**src/rtl/fpdiv_pkg.sv**
```systemverilog
package fpdiv_pkg;

    // Controller states
    typedef enum logic [2:0] {
        S_IDLE  = 3'd0,
        S_PREP  = 3'd1,
        S_DIV   = 3'd2,
        S_ROUND = 3'd3,
        S_FIN   = 3'd4
    } fsm_state_t;

    // Outcome of operand screening in PREP
    typedef enum logic [2:0] {
        K_DIV  = 3'd0,   // ordinary division needed
        K_NAN  = 3'd1,   // quiet NaN
        K_ZERO = 3'd2,   // signed zero, no flag
        K_INF  = 3'd3,   // signed infinity, no flag
        K_DBZ  = 3'd4,   // signed infinity, divide-by-zero flag
        K_OVF  = 3'd5,   // early exponent overflow
        K_UNF  = 3'd6    // early exponent underflow
    } op_kind_t;

endpackage

```
**src/rtl/fpdiv_unpack.sv**
```systemverilog
// Splits one operand into class bits, an effective exponent and a
// significand whose leading one sits at bit FRAC_W (subnormals normalized).
module fpdiv_unpack #(
    parameter int EXP_W  = 8,
    parameter int FRAC_W = 23
) (
    input  logic [EXP_W+FRAC_W:0]    op_i,
    output logic                     sign_o,
    output logic                     zero_o,
    output logic                     inf_o,
    output logic                     nan_o,
    output logic signed [EXP_W+2:0]  exp_o,
    output logic [FRAC_W:0]          sig_o
);
    localparam int W   = 1 + EXP_W + FRAC_W;
    localparam int XW  = EXP_W + 3;
    localparam int SW  = FRAC_W + 1;
    localparam int LZW = $clog2(FRAC_W + 1);

    logic [EXP_W-1:0]  efield;
    logic [FRAC_W-1:0] ffield;
    logic              e_all0;
    logic              e_all1;
    logic [LZW-1:0]    lz;
    logic              seen_one;

    assign efield = op_i[FRAC_W +: EXP_W];
    assign ffield = op_i[FRAC_W-1:0];
    assign e_all0 = ~|efield;
    assign e_all1 = &efield;

    assign sign_o = op_i[W-1];
    assign zero_o = e_all0 & ~|ffield;
    assign inf_o  = e_all1 & ~|ffield;
    assign nan_o  = e_all1 & |ffield;

    // leading-zero count of the fraction field
    always_comb begin
        lz       = '0;
        seen_one = 1'b0;
        for (int i = FRAC_W - 1; i >= 0; i--) begin
            if (!seen_one) begin
                if (ffield[i]) begin
                    seen_one = 1'b1;
                end else begin
                    lz = lz + 1'b1;
                end
            end
        end
    end

    always_comb begin
        if (e_all0) begin
            sig_o = SW'(ffield) << (lz + 1'b1);
            exp_o = -$signed({{(XW - LZW){1'b0}}, lz});
        end else begin
            sig_o = {1'b1, ffield};
            exp_o = $signed({{(XW - EXP_W){1'b0}}, efield});
        end
    end

endmodule

```
**src/rtl/fpdiv_restore.sv**
```systemverilog
// Restoring significand divider: one quotient bit per step.
module fpdiv_restore #(
    parameter int SW = 24,
    parameter int QW = SW + 2
) (
    input  logic          clk,
    input  logic          rst,
    input  logic          load_i,
    input  logic          step_i,
    input  logic [SW-1:0] divd_i,
    input  logic [SW-1:0] dvsr_i,
    output logic [QW-1:0] quot_o,
    output logic          rem_nz_o
);
    localparam int RW = SW + 2;

    logic [RW-1:0] rem_q;
    logic [SW-1:0] dvsr_q;
    logic [QW-1:0] quot_q;
    logic [RW-1:0] trial;
    logic          fits;
    logic [RW-1:0] kept;

    assign fits  = rem_q >= RW'(dvsr_q);
    assign trial = rem_q - RW'(dvsr_q);
    assign kept  = fits ? trial : rem_q;

    always_ff @(posedge clk) begin
        if (rst) begin
            rem_q  <= '0;
            dvsr_q <= '0;
            quot_q <= '0;
        end else if (load_i) begin
            rem_q  <= RW'(divd_i);
            dvsr_q <= dvsr_i;
            quot_q <= '0;
        end else if (step_i) begin
            quot_q <= {quot_q[QW-2:0], fits};
            rem_q  <= kept << 1;
        end
    end

    assign quot_o   = quot_q;
    assign rem_nz_o = |rem_q;

endmodule

```
**src/rtl/fpdiv_round.sv**
```systemverilog
// Normalizes the raw quotient, rounds to nearest even and packs the result.
module fpdiv_round #(
    parameter int EXP_W  = 8,
    parameter int FRAC_W = 23
) (
    input  logic [FRAC_W+2:0]        quot_i,
    input  logic                     rem_nz_i,
    input  logic signed [EXP_W+2:0]  exp_i,
    input  logic                     sign_i,
    output logic [EXP_W+FRAC_W:0]    res_o,
    output logic                     ovf_o,
    output logic                     unf_o
);
    localparam int QW   = FRAC_W + 3;
    localparam int XW   = EXP_W + 3;
    localparam int EMAX = (1 << EXP_W) - 1;

    logic [FRAC_W-1:0]     frac_raw;
    logic                  lsb;
    logic                  guard;
    logic                  sticky;
    logic signed [XW-1:0]  exp_n;
    logic signed [XW-1:0]  exp_r;
    logic                  up;
    logic [FRAC_W:0]       frac_sum;

    // normalization: integer bit set, or shift left one place
    always_comb begin
        if (quot_i[QW-1]) begin
            frac_raw = quot_i[QW-2:2];
            guard    = quot_i[1];
            sticky   = quot_i[0] | rem_nz_i;
            exp_n    = exp_i;
        end else begin
            frac_raw = quot_i[QW-3:1];
            guard    = quot_i[0];
            sticky   = rem_nz_i;
            exp_n    = exp_i - XW'(1);
        end
    end

    // round to nearest even
    assign lsb      = frac_raw[0];
    assign up       = guard & (sticky | lsb);
    assign frac_sum = {1'b0, frac_raw} + (FRAC_W + 1)'(up);
    assign exp_r    = exp_n + XW'(frac_sum[FRAC_W]);

    // late range check and packing
    always_comb begin
        ovf_o = int'(exp_r) >= EMAX;
        unf_o = int'(exp_r) <= 0;
        if (ovf_o) begin
            res_o = {sign_i, {EXP_W{1'b1}}, {FRAC_W{1'b0}}};
        end else if (unf_o) begin
            res_o = {sign_i, {(EXP_W + FRAC_W){1'b0}}};
        end else begin
            res_o = {sign_i, exp_r[EXP_W-1:0], frac_sum[FRAC_W-1:0]};
        end
    end

endmodule

```
**src/rtl/fpdiv_seq.sv**
```systemverilog
module fpdiv_seq
    import fpdiv_pkg::*;
#(
    parameter int EXP_W  = 8,
    parameter int FRAC_W = 23
) (
    input  logic                    clk,
    input  logic                    rst,
    input  logic                    start_i,
    input  logic [EXP_W+FRAC_W:0]   dividend_i,
    input  logic [EXP_W+FRAC_W:0]   divisor_i,
    output logic                    busy_o,
    output logic                    done_o,
    output logic [EXP_W+FRAC_W:0]   quot_o,
    output logic                    ovf_o,
    output logic                    unf_o,
    output logic                    dbz_o
);
    localparam int W     = 1 + EXP_W + FRAC_W;
    localparam int XW    = EXP_W + 3;
    localparam int SW    = FRAC_W + 1;
    localparam int QW    = SW + 2;
    localparam int CW    = $clog2(QW);
    localparam int BIAS  = (1 << (EXP_W - 1)) - 1;
    localparam int EOVF  = 1 << EXP_W;
    localparam logic [W-1:0] QNAN = {1'b0, {EXP_W{1'b1}}, 1'b1, {(FRAC_W - 1){1'b0}}};

    fsm_state_t state_q, state_d;
    op_kind_t   kind;

    logic [W-1:0]          opa_q, opb_q;
    logic [CW-1:0]         cnt_q;
    logic signed [XW-1:0]  exp_q;
    logic signed [XW-1:0]  exp_pre;
    logic                  res_sign;
    logic [W-1:0]          spec_res;
    logic                  load, step, last_bit;

    logic                  sa, za, ia, na;
    logic                  sb, zb, ib, nb;
    logic signed [XW-1:0]  ea, eb;
    logic [SW-1:0]         ma, mb;

    logic [QW-1:0]         raw_q;
    logic                  rem_nz;
    logic [W-1:0]          rnd_res;
    logic                  rnd_ovf, rnd_unf;

    logic [W-1:0]          res_q;
    logic                  ovf_q, unf_q, dbz_q;

    // ---------------- operand front end ----------------
    fpdiv_unpack #(.EXP_W(EXP_W), .FRAC_W(FRAC_W)) i_unp_a (
        .op_i(opa_q), .sign_o(sa), .zero_o(za), .inf_o(ia), .nan_o(na),
        .exp_o(ea), .sig_o(ma)
    );

    fpdiv_unpack #(.EXP_W(EXP_W), .FRAC_W(FRAC_W)) i_unp_b (
        .op_i(opb_q), .sign_o(sb), .zero_o(zb), .inf_o(ib), .nan_o(nb),
        .exp_o(eb), .sig_o(mb)
    );

    assign res_sign = sa ^ sb;
    assign exp_pre  = ea - eb + XW'(BIAS);

    // ordered screening: NaN, zero dividend, zero divisor, infinities, range
    always_comb begin
        if (na | nb | (za & zb) | (ia & ib)) begin
            kind = K_NAN;
        end else if (za) begin
            kind = K_ZERO;
        end else if (zb) begin
            kind = ia ? K_INF : K_DBZ;
        end else if (ia) begin
            kind = K_INF;
        end else if (ib) begin
            kind = K_ZERO;
        end else if (int'(exp_pre) >= EOVF) begin
            kind = K_OVF;
        end else if (int'(exp_pre) <= 0) begin
            kind = K_UNF;
        end else begin
            kind = K_DIV;
        end
    end

    always_comb begin
        unique case (kind)
            K_NAN:               spec_res = QNAN;
            K_ZERO, K_UNF:       spec_res = {res_sign, {(W - 1){1'b0}}};
            K_INF, K_DBZ, K_OVF: spec_res = {res_sign, {EXP_W{1'b1}}, {FRAC_W{1'b0}}};
            default:             spec_res = '0;
        endcase
    end

    // ---------------- significand divider and rounding ----------------
    fpdiv_restore #(.SW(SW), .QW(QW)) i_div (
        .clk(clk), .rst(rst), .load_i(load), .step_i(step),
        .divd_i(ma), .dvsr_i(mb), .quot_o(raw_q), .rem_nz_o(rem_nz)
    );

    fpdiv_round #(.EXP_W(EXP_W), .FRAC_W(FRAC_W)) i_rnd (
        .quot_i(raw_q), .rem_nz_i(rem_nz), .exp_i(exp_q), .sign_i(res_sign),
        .res_o(rnd_res), .ovf_o(rnd_ovf), .unf_o(rnd_unf)
    );

    // ---------------- controller ----------------
    assign last_bit = (cnt_q == CW'(QW - 1));

    always_ff @(posedge clk) begin
        if (rst) begin
            state_q <= S_IDLE;
        end else begin
            state_q <= state_d;
        end
    end

    always_comb begin
        state_d = state_q;
        unique case (state_q)
            S_IDLE:  if (start_i) state_d = S_PREP;
            S_PREP:  state_d = (kind == K_DIV) ? S_DIV : S_FIN;
            S_DIV:   if (last_bit) state_d = S_ROUND;
            S_ROUND: state_d = S_FIN;
            S_FIN:   state_d = S_IDLE;
            default: state_d = S_IDLE;
        endcase
    end

    always_comb begin
        busy_o = 1'b0;
        done_o = 1'b0;
        load   = 1'b0;
        step   = 1'b0;
        unique case (state_q)
            S_IDLE:  ;
            S_PREP:  begin busy_o = 1'b1; load = (kind == K_DIV); end
            S_DIV:   begin busy_o = 1'b1; step = 1'b1; end
            S_ROUND: busy_o = 1'b1;
            S_FIN:   begin busy_o = 1'b1; done_o = 1'b1; end
            default: ;
        endcase
    end

    // operand capture, iteration count and exponent hold
    always_ff @(posedge clk) begin
        if (rst) begin
            opa_q <= '0;
            opb_q <= '0;
            cnt_q <= '0;
            exp_q <= '0;
        end else begin
            if (state_q == S_IDLE && start_i) begin
                opa_q <= dividend_i;
                opb_q <= divisor_i;
            end
            if (state_q == S_PREP) begin
                cnt_q <= '0;
                exp_q <= exp_pre;
            end else if (step) begin
                cnt_q <= cnt_q + 1'b1;
            end
        end
    end

    // result registers: written only on the way to FIN
    always_ff @(posedge clk) begin
        if (rst) begin
            res_q <= '0;
            ovf_q <= 1'b0;
            unf_q <= 1'b0;
            dbz_q <= 1'b0;
        end else if (state_q == S_PREP && kind != K_DIV) begin
            res_q <= spec_res;
            ovf_q <= (kind == K_OVF);
            unf_q <= (kind == K_UNF);
            dbz_q <= (kind == K_DBZ);
        end else if (state_q == S_ROUND) begin
            res_q <= rnd_res;
            ovf_q <= rnd_ovf;
            unf_q <= rnd_unf;
            dbz_q <= 1'b0;
        end
    end

    assign quot_o = res_q;
    assign ovf_o  = ovf_q;
    assign unf_o  = unf_q;
    assign dbz_o  = dbz_q;

endmodule

```
**config.mk**
```make
export PLATFORM = sky130hd
export DESIGN_NAME = fpdiv_seq
export DESIGN_NICKNAME = d
export VERILOG_FILES = /design/src/rtl/fpdiv_pkg.sv /design/src/rtl/fpdiv_unpack.sv /design/src/rtl/fpdiv_restore.sv /design/src/rtl/fpdiv_round.sv /design/src/rtl/fpdiv_seq.sv
export SDC_FILE = /design/constraint.sdc
export NUM_CORES = 1
export LEC_CHECK = 0
export ABC_CLOCK_PERIOD_IN_PS = 25200
export BUFFER_PORTS_ARGS = -buffer_cell sky130_fd_sc_hd__buf_4
export CAP_MARGIN = 40
export CORE_ASPECT_RATIO = 1.75
export CORE_UTILIZATION = 35
export CTS_BUF_LIST = sky130_fd_sc_hd__clkbuf_16
export DETAILED_ROUTE_END_ITERATION = 16
export PLACE_DENSITY = 0.5
export SKIP_CTS_REPAIR_TIMING = 1
export SLEW_MARGIN = 20
export SYNTH_ARGS = -nofsm -noshare
export SYNTH_HDL_FRONTEND = slang
export SYNTH_SLANG_ARGS = --single-unit
```
**constraint.sdc**
```tcl
create_clock -name clk -period 25.2 [get_ports clk]
set_clock_uncertainty 0.1 [all_clocks]
set_input_delay 1.26 -clock clk [delete_from_list [all_inputs] [get_ports clk]]
set_output_delay 1.26 -clock clk [all_outputs]
set_load 0.02 [all_outputs]
```
Word-level counts from Yosys, hierarchy flattened:

Cells that the tools add are included.

* flip-flop bits (word level): 194
* input port bits: 67
* output and inout port bits: 37
* word-level logic and storage cells: 341

* equal/unequal tests: 13
* mux-type cells: 214
* shifts and indexed selects: 2
* reductions and logical operators: 24
* magnitude comparators: 5
* bitwise operators: 15
* add/sub/neg operators: 55

Operators with widths (count)
* $mux W5: 88
* $add A5 B1 Y5 const B: 45
* $mux W1: 100
* $mux W24: 4
* $pmux W32 S3: 1
* $mux W32: 2
* $mux W31: 2
* $shl A23 B5 Y24: 2
* $reduce_or A23 Y1: 2
* $mux W11: 3
* $mux W3: 11
* $ge A26 B24 Y1: 1
* $reduce_or A26 Y1: 1
* $mux W25: 1
* $sub A25 B24 Y25: 1
* $add A23 B1 Y24: 1
* $mux W23: 1
* $le A11 B1 Y1 const B: 2
* $neg A5 Y11: 2
* $reduce_and A8 Y1: 2
* $reduce_or A8 Y1: 2
* $eq A3 B2 Y1 const B: 4
* $eq A3 B3 Y1 const B: 4
* $pmux W3 S4: 1
* other kinds (22): 45

Longest topological paths before layout:

* depth in word-level cells: 83
* depth in mapped cells: 78
* mapped depth without buffers: 73

Modules after synthesis:

From an unflattened synthesis, not the netlist that was laid out.

* cell total of the unflattened synthesis: 2675
* area total of the unflattened synthesis: 19910.3 µm²

By module, submodules not included
* fpdiv_seq: cells an instance 613, instances 1, sequential area each 2362.3 µm², area each 5036.1 µm²
* fpdiv_restore: cells an instance 526, instances 1, sequential area each 1521.5 µm², area each 4448.0 µm²
* fpdiv_unpack at i_unp_a: cells an instance 638, instances 1, sequential area each 0.0 µm², area each 4301.6 µm²
* fpdiv_unpack at i_unp_b: cells an instance 602, instances 1, sequential area each 0.0 µm², area each 4016.4 µm²
* fpdiv_round: cells an instance 296, instances 1, sequential area each 0.0 µm², area each 2108.3 µm²

Worst setup path after synthesis:

No wires, ideal clock.

* path kind: register to register
* from: reg opb_q[19]
* to: reg res_q[30] (netlist: quot_o[30])
* cell stages (with the launch flop): 71
* arrival time: 14.076 ns
* data required time: 24.949 ns
* library setup time: 0.151 ns
* path buffers: 4
* clock period less this slack: 14.328 ns
* setup slack: 10.872 ns
* cells stage by stage: dfxtp_1 buf_4 or4_1 buf_2 nand2_1 inv_1 ha_1 or2_2 a21o_1 a211o_1 nand2_1 ha_1 a2111o_1 nor2_1 a21o_1 inv_1 ha_1 o21ai_0 [... 35 more ...] clkbuf_1 a21oi_1 ha_1 ha_1 a21o_1 a21oi_1 o21bai_1 a21oi_1 o21bai_1 a21oi_1 o21bai_1 a21oi_1 xnor2_1 xnor2_4 mux2_2 nand4b_1 a311oi_4 a221oi_1

* word-level cells in the longest chain between the ends: 75
* elaborated cells between the ends (all ways): 115
* those cells by class: 22 x add/sub; 2 x order compare; 6 x eq/ne; 70 x mux; 8 x bitwise; 7 x reduce/logical

Ends and longest elaborated chain
* start: declaration: line fpdiv_seq.sv:31 `logic [W-1:0] opa_q, opb_q;`
* start signal: assignment: line fpdiv_seq.sv:155 `opb_q <= divisor_i;`
* $mux W5: line fpdiv_unpack.sv:43 `if (ffield[i]) begin`
* $mux W5: line fpdiv_unpack.sv:42 `if (!seen_one) begin`
* $add A5 B1 Y5: line fpdiv_unpack.sv:46 `lz = lz + 1'b1;`
* $mux W5: line fpdiv_unpack.sv:43
* $mux W5: line fpdiv_unpack.sv:42
* $add A5 B1 Y5: line fpdiv_unpack.sv:46
* $mux W5: line fpdiv_unpack.sv:43
* $mux W5: line fpdiv_unpack.sv:42
* [... 59 more ...]
* $mux W3: line fpdiv_seq.sv:74 `end else if (ia) begin`
* $mux W3: line fpdiv_seq.sv:72 `end else if (zb) begin`
* $mux W3: line fpdiv_seq.sv:70 `end else if (za) begin`
* $mux W3 (*): line fpdiv_seq.sv:68 `if (na | nb | (za & zb) | (ia & ib)) begin`
* $eq A3 B3 Y1 or $eq A3 B2 Y1 (tied branches): line fpdiv_seq.sv:88 `unique case (kind)`
* $reduce_or A3 Y1 or $reduce_or A2 Y1 (tied branches): line fpdiv_seq.sv:88
* $pmux W32 S3: line fpdiv_seq.sv:88
* $mux W32: line fpdiv_seq.sv:173 `end else if (state_q == S_PREP && kind != K_DIV) begin`
* end signal: assignment: line fpdiv_seq.sv:174 `res_q <= spec_res;`
* end signal: assignment: line fpdiv_seq.sv:179 `res_q <= rnd_res;`
* end: declaration: line fpdiv_seq.sv:49 `logic [W-1:0] res_q;`

Mark *: on every way between the ends. The rest lies on a longest branch, timed or not.
A chain may end at the register's enable or synchronous reset.

Final worst setup path:

* from: reg opb_q[20]
* to: reg i_div.rem_q[23]

* word-level cells in the longest chain between the ends: 77
* elaborated cells between the ends (all ways): 110
* those cells by class: 23 x add/sub; 2 x order compare; 73 x mux; 8 x bitwise; 4 x reduce/logical

Ends and longest elaborated chain
* $mux W5: line fpdiv_unpack.sv:43
* $mux W5: line fpdiv_unpack.sv:42
* $add A5 B1 Y5: line fpdiv_unpack.sv:46
* $mux W5: line fpdiv_unpack.sv:43
* $mux W5: line fpdiv_unpack.sv:42
* $add A5 B1 Y5: line fpdiv_unpack.sv:46
* $mux W5: line fpdiv_unpack.sv:43
* $mux W5: line fpdiv_unpack.sv:42
* [... 61 more ...]
* $mux W3: line fpdiv_seq.sv:76 `end else if (ib) begin`
* $mux W3: line fpdiv_seq.sv:74
* $mux W3: line fpdiv_seq.sv:72
* $mux W3: line fpdiv_seq.sv:70
* $mux W3 (*): line fpdiv_seq.sv:68
* $logic_not A3 Y1 (*): line fpdiv_seq.sv:137 `S_PREP: begin busy_o = 1'b1; load = (kind == K_DIV); end`
* $mux W1 (*): line fpdiv_seq.sv:135 `unique case (state_q)`
* $mux W24 or $reduce_bool A2 Y1 (tied branches)
* end signal: assignment: line fpdiv_restore.sv:34 `rem_q <= RW'(divd_i);`
* end signal: assignment: line fpdiv_restore.sv:39 `rem_q <= kept << 1;`
* end: declaration: line fpdiv_restore.sv:17 `logic [RW-1:0] rem_q;`

Marks and branches as above.

==> summary by stage <==
Status
The run finished with clean final reports.

Timing
The number of endpoints failing setup at the final stage is 0. The accumulated negative setup slack is 0 ns. Headroom to the max-slew limit came out at between 40% and 50%. Setup repair after global routing left no endpoint under its margin.

The ratio of final minimum period to clock period is 64.9%. The shortest period the worst path allows is 16.35 ns. The count of final max-slew check failures came to 0. The total count of hold-check failures in the final report was 0. The maximum operating frequency is slightly above 60 MHz. For the pin with the worst max-slew slack, the measured transition is just under 0.9 ns.

Synthesis
In the synthesized netlist the async set-or-reset flop fraction comes to 0%. The synthesized design contains 0 enable-type register cells. The post-synthesis instance total is 2610.

In this run the biggest area consumer among cell types represents 20.5% of the synthesized area. The number of warning messages in the yosys log is 0. Of the synthesized area, sequential elements account for approximately 21%. The cell area that synthesis handed to floorplanning was approximately 19000 um2. In the post-synthesis netlist, the biggest area contributors are dfxtp_1 (21%), nand2_1 (7.6%), mux2i_1 (6.8%), a21oi_1 (6.2%), ha_1 (6.1%). The number of nets produced by synthesis is about 2800. The register bit count reported by yosys is a little under 200. Summed over all instances, the cell type with the most area after synthesis is dfxtp_1. The average instance in the mapped netlist occupies approximately 7.3 um2. The most common flop cell mapped by yosys is dfxtp_1.

Synthesis instantiated 99 different standard cells from the library.

Finish
The number of nets in the final layout is between 2000 and 3000. In the layout the commonest cells are nand2_1 (384), a21oi_1 (235), nor2_1 (226). With fillers left out, the area of the finished cells amounts to 20700 um2.

The signed area change from the synthesized netlist to the final layout is 9.33%. 0 antenna diodes ended up in the layout. The layout filler cell count is approximately 5600.

The most common library cell in the layout ignoring fill and taps is nand2_1. The layout cell share with drive strength beyond 1 is between 10% and 20%.

Placement
The final weighted congestion of routability-driven global placement is between 0.9 and 1. Input and output buffers added on the ports amount to about 100. The placed instances occupy a cell area of 20100 um2.

The wire-length estimate of the detail-placed layout is 50.3 mm.

Die
From left edge to right edge, the die measures 178 um. The starting density of the core is 35.5%. The height of the die is 310 um. The floorplan has between 100 and 150 rows. The boundary pin count is ~100. The placeable core area is 53400 um2. The die covers 55100 um2.

Clock tree
The maximum clock path buffer count is 2. The clock net in this run drives a total of roughly 190 sinks. The clock edge transition at the registers on the reported setup and hold paths is roughly 0.070 ns. The clock buffer count from CTS is 17. The clock latency reported for the late side of the worst-skew pair is about 0.47 ns. The clock root buffer is clkbuf_16.

TritonCTS built the clock tree. The number of levels in the clock H-tree is 4.

Routing
In the routed layout, each cell is associated on average with a via count of around 5.8. The count of nets left with antenna violations after detail routing is 0. For this block, the routed nets add up to 64.3 mm of wire. The number of design-rule violations left by the first detailed-router iteration is between 1000 and 1500. Before antenna repair, the detailed router went through 6 iterations.

The wire length per cell is 19.6 um. The number of DRC violations after detailed routing is 0. Detailed routing inserted a total of ~19000 vias.

Min path
The critical hold path startpoint is i_div.dvsr_q[17]. The endpoint of the worst hold-timing path is i_div.dvsr_q[17]. The worst hold path class is reg -> reg. Along the worst hold path, the cell count comes to 2.

Setup path
The most frequent cell on the critical path is ha_1. STA classifies the critical path startpoint as a flop. Data arrives at the worst endpoint at between 15 and 20 ns. The start of the worst register-to-register path is opb_q[20]. The number of buffers and inverters on the critical path is 3. The start point of the critical path is opb_q[20]. The startpoint-to-endpoint class of the critical path is reg -> reg. The setup slack on the worst flop-to-flop path is 8.85 ns. The end of the worst register-to-register path is i_div.rem_q[23]. In this design, the largest share of critical-path delay is due to compound AO/OA/AOI/OAI gates.

For this design, the slowest cell found on the critical path is a2111oi_0. The largest fanout on the critical path is 49. The critical path's largest stage delay is between 0.7 and 0.8 ns. The endpoint kind of the worst setup timing path is a flop.

The worst register-to-register path has a depth of 73. The required time reported for the critical path endpoint is about 25 ns.

Global route
The total global routing track utilization is between 20% and 30%. The initial antenna violation count is 0. The residual overflow from global routing is 0.

The first-pass GRT wire length is 101 mm. Entering global routing, the biggest net connects around 70 pins. The via count of the first global-routing pass is between 15000 and 20000.

Flow run
The number of max-capacitance violations reported is 0.
[cell usage after synthesis, types with 26 or more instances]
cell      number
nand2_1      385
a21oi_1      235
nor2_1       226
dfxtp_1      194
mux2i_1      128
clkbuf_1     126
inv_1        107
nand3_1       94
ha_1          93
xnor2_1       85
o21ai_0       83
nor3_1        72
nor2b_1       53
nand4_1       47
xor2_1        39
a211oi_1      37
nand2b_1      32
o211ai_1      32
or3_1         29
a22oi_1       27
and2_1        26
nor4_1        26
[worst max path at each step]
stage / depth (start not counted) / to / slack, ns
detailed placement: 73 / i_div.rem_q[23] / 8.82
global placement: 71 / i_div.rem_q[25] / 9.07
CTS: 73 / i_div.rem_q[23] / 8.76
floorplan: 70 / quot_o[30] / 10.87
finish: 73 / i_div.rem_q[23] / 8.85
global route: 74 / i_div.quot_o[0] / 7.28
[routing by layer]
metal | GRT usage, % | vias up | part of all wire [%]
met5 | 0 | - | 0
li1 | - | 9336 | -
met2 | 43.9 | 461 | 52
met4 | 15.9 | 0 | 6.7
met1 | 24.0 | 8938 | 38
met3 | 2.43 | 155 | 3.1
[cells by family (layout without fill, tap and decap cells)]
kind of cell	after synthesis	count (layout)	synth area share (%)
simple gates	1089	1089	27.7
compound gates	654	654	23.3
buf+inv	283	273	6.09
flops	194	194	20.5
mux	149	149	8.14
xor+xnor	142	142	7.71
fa+ha+maj	99	99	6.57
[metrics by stage]
step,cells,worst slack (ns),util (%),hold slack [ns]
after global placement,3248,9.07,37.6,0.350
after detailed placement,3250,8.82,37.6,0.352
final,3284,8.85,38.8,0.362
after CTS,3282,8.76,38.7,0.363
after floorplan,2610,10.87,-,0.336
after global routing,3284,7.28,38.8,0.391
[area by class of cell]
cell class                      count  area (um2)  area share, %
Tap cell                          684         856           4.14
Sequential cell                   194        3880           18.8
Clock inverter                     15         164          0.792
Multi-Input combinational cell   2133       13900           67.3
Clock buffer                       17         425           2.06
Inverter                          107         402           1.94
Timing Repair Buffer              134        1030           4.96
[flip-flops by register name (all words and copies together), names as in the netlist]
name	cells
cnt_q	5
dbz_o	1
exp_q	11
i_div.dvsr_q	24
i_div.quot_o	26
i_div.rem_q	26
opa_q	32
opb_q	32
ovf_o	1
quot_o	32
state_q	3
unf_o	1
[tightest hold or removal path, stage by stage (launching register included)]
cell,delay [ns]
dfxtp_1,0.31
nand2_1,0.05
a21oi_1,0.05
Power is not shown: default switching activity piles up to over one toggle a cycle in this logic, so the estimate is an artifact.
